**src/rtl/sent_tx_pkg.sv**
```systemverilog
package sent_tx_pkg;
  localparam int CNT_W = 3;   // width of the nibble-count field
  localparam int SEL_W = 4;   // pulse index: sync, status, up to 6 data, check, pause

  typedef struct packed {
    logic             load;      // capture inputs and restart counters
    logic             run;       // a frame occupies the pin
    logic [SEL_W-1:0] pulseSel;  // which pulse of the frame is in progress
    logic [CNT_W-1:0] dataCnt;   // captured data nibble count
  } txStrobe_t;
endpackage

```
**src/rtl/sent_tx_ctrl.sv**
```systemverilog
module sent_tx_ctrl
  import sent_tx_pkg::*;
#(
  parameter int NIB_MAX = 6
) (
  input  logic             clk,
  input  logic             rstN,
  input  logic             enable,
  input  logic             rxMode,
  input  logic             trigMode,
  input  logic             pauseOn,
  input  logic [CNT_W-1:0] nibCount,
  input  logic             trigger,
  input  logic             pulseEnd,
  output txStrobe_t        strobe,
  output logic             busy,
  output logic             frameDone
);
  logic             active;
  logic             startReq;
  logic             frameEnd;
  logic             doLoad;
  logic             pending;
  logic             pauseLat;
  logic [CNT_W-1:0] cntLat;
  logic [SEL_W-1:0] pulseIdx;
  logic [SEL_W-1:0] lastIdx;

  always_comb begin
    active   = enable && !rxMode && (nibCount != '0) && (int'(nibCount) <= NIB_MAX);
    startReq = active && (!trigMode || trigger || pending);
    lastIdx  = SEL_W'(cntLat) + SEL_W'(2) + SEL_W'(pauseLat);
    frameEnd = busy && pulseEnd && (pulseIdx == lastIdx);
    doLoad   = startReq && (!busy || frameEnd);
  end

  always_ff @(posedge clk or negedge rstN) begin
    if (!rstN) begin
      busy      <= 1'b0;
      pending   <= 1'b0;
      frameDone <= 1'b0;
      pulseIdx  <= '0;
      cntLat    <= '0;
      pauseLat  <= 1'b0;
    end else begin
      frameDone <= active && frameEnd;
      if (!active) begin
        busy     <= 1'b0;
        pending  <= 1'b0;
        pulseIdx <= '0;
      end else if (doLoad) begin
        busy     <= 1'b1;
        pending  <= 1'b0;
        pulseIdx <= '0;
        cntLat   <= nibCount;
        pauseLat <= pauseOn;
      end else if (frameEnd) begin
        busy <= 1'b0;
      end else begin
        if (busy && pulseEnd) pulseIdx <= pulseIdx + SEL_W'(1);
        if (busy && trigMode && trigger) pending <= 1'b1;
      end
    end
  end

  always_comb begin
    strobe.load     = active && doLoad;
    strobe.run      = busy;
    strobe.pulseSel = pulseIdx;
    strobe.dataCnt  = cntLat;
  end

  AST_INACTIVE_IDLE: assert property (@(posedge clk) disable iff (!rstN)
    !active |=> (!busy && !frameDone));
  AST_IDX_BOUND: assert property (@(posedge clk) disable iff (!rstN)
    busy |-> (pulseIdx <= lastIdx));
  AST_DONE_SINGLE: assert property (@(posedge clk) disable iff (!rstN)
    frameDone |=> !frameDone);
  AST_PEND_HELD: assert property (@(posedge clk) disable iff (!rstN)
    (active && busy && !frameEnd && trigMode && trigger) |=> pending);
endmodule

```
**src/rtl/sent_tx_dp.sv**
```systemverilog
module sent_tx_dp
  import sent_tx_pkg::*;
#(
  parameter int NIB_MAX    = 6,
  parameter int PAUSE_W    = 10,
  parameter int LOW_TICKS  = 5,
  parameter int BASE_TICKS = 12,
  parameter int SYNC_TICKS = 56,
  parameter int PAUSE_MIN  = 12,
  parameter int PAUSE_MAX  = 768,
  parameter int PRESCALE   = 4
) (
  input  logic                 clk,
  input  logic                 rstN,
  input  txStrobe_t            strobe,
  input  logic                 invPol,
  input  logic                 crcOn,
  input  logic                 slowTick,
  input  logic [CNT_W-1:0]     nibCount,
  input  logic [3:0]           statusNib,
  input  logic [NIB_MAX*4-1:0] dataNibs,
  input  logic [PAUSE_W-1:0]   pauseLen,
  output logic                 pulseEnd,
  output logic                 txOut
);
  localparam int LEN_W = $clog2(PAUSE_MAX + 1);
  localparam int PRE_W = (PRESCALE > 1) ? $clog2(PRESCALE) : 1;
  localparam int IDX_W = (NIB_MAX > 1) ? $clog2(NIB_MAX) : 1;
  localparam logic [4:0] CRC_POLY = 5'h1D;
  localparam logic [3:0] CRC_SEED = 4'h5;

  logic [NIB_MAX*4-1:0] dataLat;
  logic [3:0]           statusLat;
  logic [3:0]           crcLat;
  logic [LEN_W-1:0]     pauseLat;
  logic                 slowLat;
  logic                 polLat;
  logic [LEN_W-1:0]     tickCnt;
  logic [PRE_W-1:0]     preCnt;
  logic                 tick;
  logic [LEN_W-1:0]     curLen;
  logic [SEL_W-1:0]     dSel;
  logic [3:0]           dataArr [NIB_MAX];

  for (genvar g = 0; g < NIB_MAX; g++) begin : gUnpack
    assign dataArr[g] = dataLat[4*g +: 4];
  end

  function automatic logic [3:0] crcStep(input logic [3:0] c, input logic [3:0] nib);
    logic [7:0] r;
    r = {c, 4'b0000};
    for (int b = 7; b >= 4; b--) begin
      if (r[b]) r = r ^ (8'(CRC_POLY) << (b - 4));
    end
    return r[3:0] ^ nib;
  endfunction

  function automatic logic [3:0] crcCalc(input logic [NIB_MAX*4-1:0] d,
                                         input logic [CNT_W-1:0] cnt);
    logic [3:0] c;
    c = CRC_SEED;
    for (int i = 0; i < NIB_MAX; i++) begin
      if (i < int'(cnt)) c = crcStep(c, d[4*i +: 4]);
    end
    return crcStep(c, 4'h0);
  endfunction

  function automatic logic [LEN_W-1:0] clampPause(input logic [PAUSE_W-1:0] p);
    if (int'(p) < PAUSE_MIN)      return LEN_W'(PAUSE_MIN);
    else if (int'(p) > PAUSE_MAX) return LEN_W'(PAUSE_MAX);
    else                          return LEN_W'(p);
  endfunction

  always_ff @(posedge clk or negedge rstN) begin
    if (!rstN) begin
      dataLat   <= '0;
      statusLat <= '0;
      crcLat    <= '0;
      pauseLat  <= LEN_W'(PAUSE_MIN);
      slowLat   <= 1'b0;
      polLat    <= 1'b0;
    end else if (strobe.load) begin
      dataLat   <= dataNibs;
      statusLat <= statusNib;
      crcLat    <= crcOn ? crcCalc(dataNibs, nibCount) : 4'h0;
      pauseLat  <= clampPause(pauseLen);
      slowLat   <= slowTick;
      polLat    <= invPol;
    end
  end

  always_comb begin
    tick = !slowLat || (preCnt == PRE_W'(PRESCALE - 1));
    dSel = strobe.pulseSel - SEL_W'(2);
    if (strobe.pulseSel == '0)
      curLen = LEN_W'(SYNC_TICKS);
    else if (strobe.pulseSel == SEL_W'(1))
      curLen = LEN_W'(BASE_TICKS) + LEN_W'(statusLat);
    else if (strobe.pulseSel <= SEL_W'(strobe.dataCnt) + SEL_W'(1))
      curLen = LEN_W'(BASE_TICKS) + LEN_W'(dataArr[IDX_W'(dSel)]);
    else if (strobe.pulseSel == SEL_W'(strobe.dataCnt) + SEL_W'(2))
      curLen = LEN_W'(BASE_TICKS) + LEN_W'(crcLat);
    else
      curLen = pauseLat;
    pulseEnd = strobe.run && tick && (tickCnt == curLen - LEN_W'(1));
  end

  always_ff @(posedge clk or negedge rstN) begin
    if (!rstN) begin
      preCnt  <= '0;
      tickCnt <= '0;
    end else if (strobe.load) begin
      preCnt  <= '0;
      tickCnt <= '0;
    end else if (strobe.run) begin
      preCnt <= (preCnt == PRE_W'(PRESCALE - 1)) ? '0 : preCnt + PRE_W'(1);
      if (tick) tickCnt <= pulseEnd ? '0 : tickCnt + LEN_W'(1);
    end
  end

  always_comb begin
    if (strobe.run) txOut = polLat ^ (tickCnt >= LEN_W'(LOW_TICKS));
    else            txOut = ~invPol;
  end

  AST_TICK_BOUND: assert property (@(posedge clk) disable iff (!rstN)
    strobe.run |-> (tickCnt < curLen));
  AST_LEN_RANGE: assert property (@(posedge clk) disable iff (!rstN)
    strobe.run |-> (curLen >= LEN_W'(BASE_TICKS) && curLen <= LEN_W'(PAUSE_MAX)));
endmodule

```
**src/rtl/sent_tx.sv**
```systemverilog
module sent_tx
  import sent_tx_pkg::*;
#(
  parameter int NIB_MAX = 6,
  parameter int PAUSE_W = 10
) (
  input  logic                 clk,
  input  logic                 rstN,
  input  logic                 enable,
  input  logic                 rxMode,
  input  logic                 trigMode,
  input  logic                 invPol,
  input  logic                 crcOn,
  input  logic                 pauseOn,
  input  logic                 slowTick,
  input  logic [2:0]           nibCount,
  input  logic [3:0]           statusNib,
  input  logic [NIB_MAX*4-1:0] dataNibs,
  input  logic [PAUSE_W-1:0]   pauseLen,
  input  logic                 trigger,
  output logic                 txOut,
  output logic                 busy,
  output logic                 frameDone
);
  txStrobe_t strobe;
  logic      pulseEnd;

  sent_tx_ctrl #(.NIB_MAX(NIB_MAX)) uCtrl (
    .clk(clk), .rstN(rstN), .enable(enable), .rxMode(rxMode),
    .trigMode(trigMode), .pauseOn(pauseOn), .nibCount(nibCount),
    .trigger(trigger), .pulseEnd(pulseEnd), .strobe(strobe),
    .busy(busy), .frameDone(frameDone)
  );

  sent_tx_dp #(.NIB_MAX(NIB_MAX), .PAUSE_W(PAUSE_W)) uDp (
    .clk(clk), .rstN(rstN), .strobe(strobe), .invPol(invPol),
    .crcOn(crcOn), .slowTick(slowTick), .nibCount(nibCount),
    .statusNib(statusNib), .dataNibs(dataNibs), .pauseLen(pauseLen),
    .pulseEnd(pulseEnd), .txOut(txOut)
  );
endmodule

```
**config.mk**
```make
export PLATFORM = sky130hd
export DESIGN_NAME = sent_tx
export DESIGN_NICKNAME = d
export VERILOG_FILES = /design/src/rtl/sent_tx_pkg.sv /design/src/rtl/sent_tx_ctrl.sv /design/src/rtl/sent_tx_dp.sv /design/src/rtl/sent_tx.sv
export SDC_FILE = /design/constraint.sdc
export NUM_CORES = 1
export LEC_CHECK = 0
export BUFFER_PORTS_ARGS = -buffer_cell sky130_fd_sc_hd__buf_2
export CORE_UTILIZATION = 42
export DETAILED_ROUTE_END_ITERATION = 16
export PLACE_DENSITY = 0.72
export REMOVE_ABC_BUFFERS = 1
export SLEW_MARGIN = 20
export SYNTH_ARGS = -nofsm -noshare
export SYNTH_HDL_FRONTEND = slang
export SYNTH_SLANG_ARGS = --single-unit
```
**constraint.sdc**
```tcl
create_clock -name clk -period 5.5 [get_ports clk]
set_input_delay 0.275 -clock clk [delete_from_list [all_inputs] [get_ports clk]]
set_output_delay 0.275 -clock clk [all_outputs]
set_load 0.005 [all_outputs]
```
==> flow_summary.yaml <==
status:
  status: "finished, final reports clean"
drt:
  initialDrtViolationCount: 331
  detail-route-antenna-nets: 0
  vias: 4715
  detail_route.vias_per_cell: 5.59
  drc_errors: 0
  met3_wirelength_um: 621
  total_iterations_of_the_first_detailed_routing_run: 5
  top_layer: "met4"
  detailroute.wirelength.met2_mm: 6.76
  detail_route.wirelength_mm: 13.5
  post_drt_wl_per_cell_um: 16.0
  met1Wirelength_mm: 5.84
cells_and_area:
  diodes: 0
  layout_common_cells: "nand2_1, dfrtp_1, buf_2"
  fillerInstances: 1248
  finalCoreUtilization_pct: 49.0
  layout_commonest_cell: "nand2_1"
  layout.nets: 739
  area_growth_from_synthesis_to_layout_pct: 12.8
  post_route_cells_drive_above_1_share_pct: 16.8
yosys:
  seq_area_frac_synth_pct: 30.4
  synth_edf_count: 0
  post_synth.cell_area_avg_sq_um: 8.85
  yosys_register_bits: 67
  ys_dominant_reg_cell: "dfrtp_1"
  postSynthCellCount: 624
  netlist_area_sq_um: 5530
  ys_warn_count: 0
  postSynth.asyncResetShare_pct: 100
  synth.lib_cells_used.distinct: 69
power:
  total_design_power_mw: 2.03
  leakage_nw: 2.83
  vdd_drop_max_v: 0.000196
  power_per_unit_of_standard_cell_area_nw_per_um2: 326
job:
  max_cap_viol_count: 0
worst_setup_path:
  worstReg2RegStart: "uCtrl.cntLat[0]"
  slowest_delay_ps: 550
  crit_arrival_ps: 5390
  worst-path-buf-inv: 1
  critPathCaptureType: "flip-flop"
  critical_path_peak_fanout: 13
  crit_chain: "ha_1, xnor2_1, ha_1, or2_2, o311ai_0, nor3_1, a211oi_1, and2_1, inv_1, ha_1, nand2_1, a21oi_1, nand3_1, xnor2_1, or4b_1, a2111o_1, nor2b_1, mux2_2"
  critical-path-slowest-cell: "o311ai_0"
  critical_path_cell_count: 18
  worst_ep_required_time_ps: 5710
  setup.worst_path.start: "uCtrl.cntLat[0]"
  timing_worst_setup_path_type: "reg -> reg"
  kind_of_cell_with_the_highest_combined_delay_on_the_critical_path: "simple AND/OR/NAND/NOR gates"
  crit_path_frequent_cell: "ha_1"
  worstSetupStartpointType: "flip-flop"
  r2r_cells: 18
clock_tree:
  cts.sinks: 67
  cts_buffer_depth: 2
  postCtsSetupRepairBufs: 0
  cts_buffers: 9
  cts_tree: "yes"
  clkSlewWorstSetupHoldPaths_ps: 60
  clk_latency_ps: 330
  cts_max_level: 3
  cts-root-buf: "clkbuf_16"
timing:
  timing.final.crit_period_ps: 5180
  slew_viol_final: 0
  finalHoldViolations: 0
  timing_worst_slew_pin_value_ps: 924
  setup_tns_ps: 0
  layout_worst_path_cycle_share_pct: 94.2
  setup_viols_final: 0
  clock_skew_ps: 6.15
  clock.fmax_mhz: 193
  maxSlewHeadroom_pct: 38.0
  grt_setup_unrepaired: "false"
hold_path:
  worst_hold_path_type: "in -> async"
die:
  io_pins: 54
  start_util_pct: 43.4
  die_area_sq_um: 13600
  row_count: 41
  core_region_area_sq_um: 12700
  die_y_um: 117
  die_x_um: 117
placement:
  hpwlAfterDp_mm: 10.6
  io_buffers: 53
  gp_congestion: 0.930
global_routing:
  maximum_number_of_pins_on_one_net_before_global_route_repair: 68
  grt_overflow_total: 0
  first_global_vias: 4695
  grt_pass1_wl_mm: 22.8
  grt_antenna_before_repair: 0
  globalRouteTotalUtil_pct: 21.6
layer usage:
layer | track usage [%] | vias to the layer above
li1 | - | 2305
met1 | 26.5 | 2257
met2 | 38.5 | 125
met3 | 3.06 | 28
met4 | 7.34 | 0
met5 | 0 | -
kinds of logic after synthesis:
| family | after synthesis | share of synthesized area (%) |
|---|---|---|
| compound gates | 120 | 14.9 |
| mux | 40 | 8.85 |
| buf+inv | 59 | 4.39 |
| simple gates | 250 | 22.0 |
| flops | 67 | 30.4 |
| fa+ha+maj | 21 | 4.76 |
| xor+xnor | 67 | 14.7 |
metrics by stage:
step	hold slack, ps	cells	setup slack, ps	area [sq um]
detailed placement	452	828	323	5950
finish	136	844	321	6230
floorplan	-20.6	594	7.61	5390
global placement	449	828	424	5950
global route	165	844	16.6	6230
CTS	141	844	274	6230
cells in the mapped netlist, drive strengths merged, types with 6 or more instances:
master  number  area share (%)
a22o         6            0.95
nor4         8            0.91
nand3       21             1.9
o21a         6            0.82
nor2        38             2.6
a31oi        8            0.91
nor3         7            0.63
xor2        15             2.4
mux2i       21             4.0
o21ai       30             2.8
clkbuf      16             1.1
nor2b        8            0.91
xnor3       13             5.3
and2         9             1.0
dfrtp       65              29
a21oi       22             2.0
or3          6            0.68
ha          21             4.8
inv         29             2.0
mux2        15             3.2
xnor2       36             5.7
or2          6            0.68
buf         14             1.3
and3         8            0.91
a211oi       8             1.2
nand2      106             7.2
nand4        8            0.91
power breakdown:
part	total, mW	switching (mW)	internal (mW)	leakage (nW)
sequential	0.678	0.0817	0.596	0.852
clock	0.535	0.228	0.307	0.128
combinational	0.817	0.413	0.404	1.85
total	2.03	0.722	1.31	2.83
path summary, 6_finish.rpt:
check / end / slack [ps]
setup / recovery: uDp.tickCnt[0] / 320
hold reg to reg: uDp.dataLat[13] / 460
setup reg to reg: uDp.tickCnt[0] / 320
hold / removal: uDp.pauseLat[9] / 140
max in group asynchronous: uDp.dataLat[16] / 4820
min in group clk: uDp.statusLat[3] / 140
repair_timing:
action,4_1_cts,5_1_grt
endpoints found under the setup margin,0,60
hold buffers,0,0
resized for setup,0,2
flip-flops by register name (all words and copies together) (netlist names):
register         count
uDp.dataLat         24
uDp.pauseLat        10
uDp.tickCnt         10
uCtrl.pulseIdx       4
uDp.crcLat           4
uDp.statusLat        4
uCtrl.cntLat         3
uDp.preCnt           2
uCtrl.busy           1
uCtrl.frameDone      1
uCtrl.pauseLat       1
uCtrl.pending        1
uDp.polLat           1
uDp.slowLat          1
area by class of cell:
class,count,area [sq um],area share [%]
Timing Repair Buffer,62,333,5.34
Sequential cell,67,1680,26.9
Clock inverter,7,53.8,0.863
Multi-Input combinational cell,498,3620,58.0
Clock buffer,9,225,3.61
Inverter,29,109,1.75
Tap cell,172,215,3.45
No activity file was read; power rests on OpenSTA's default activity.
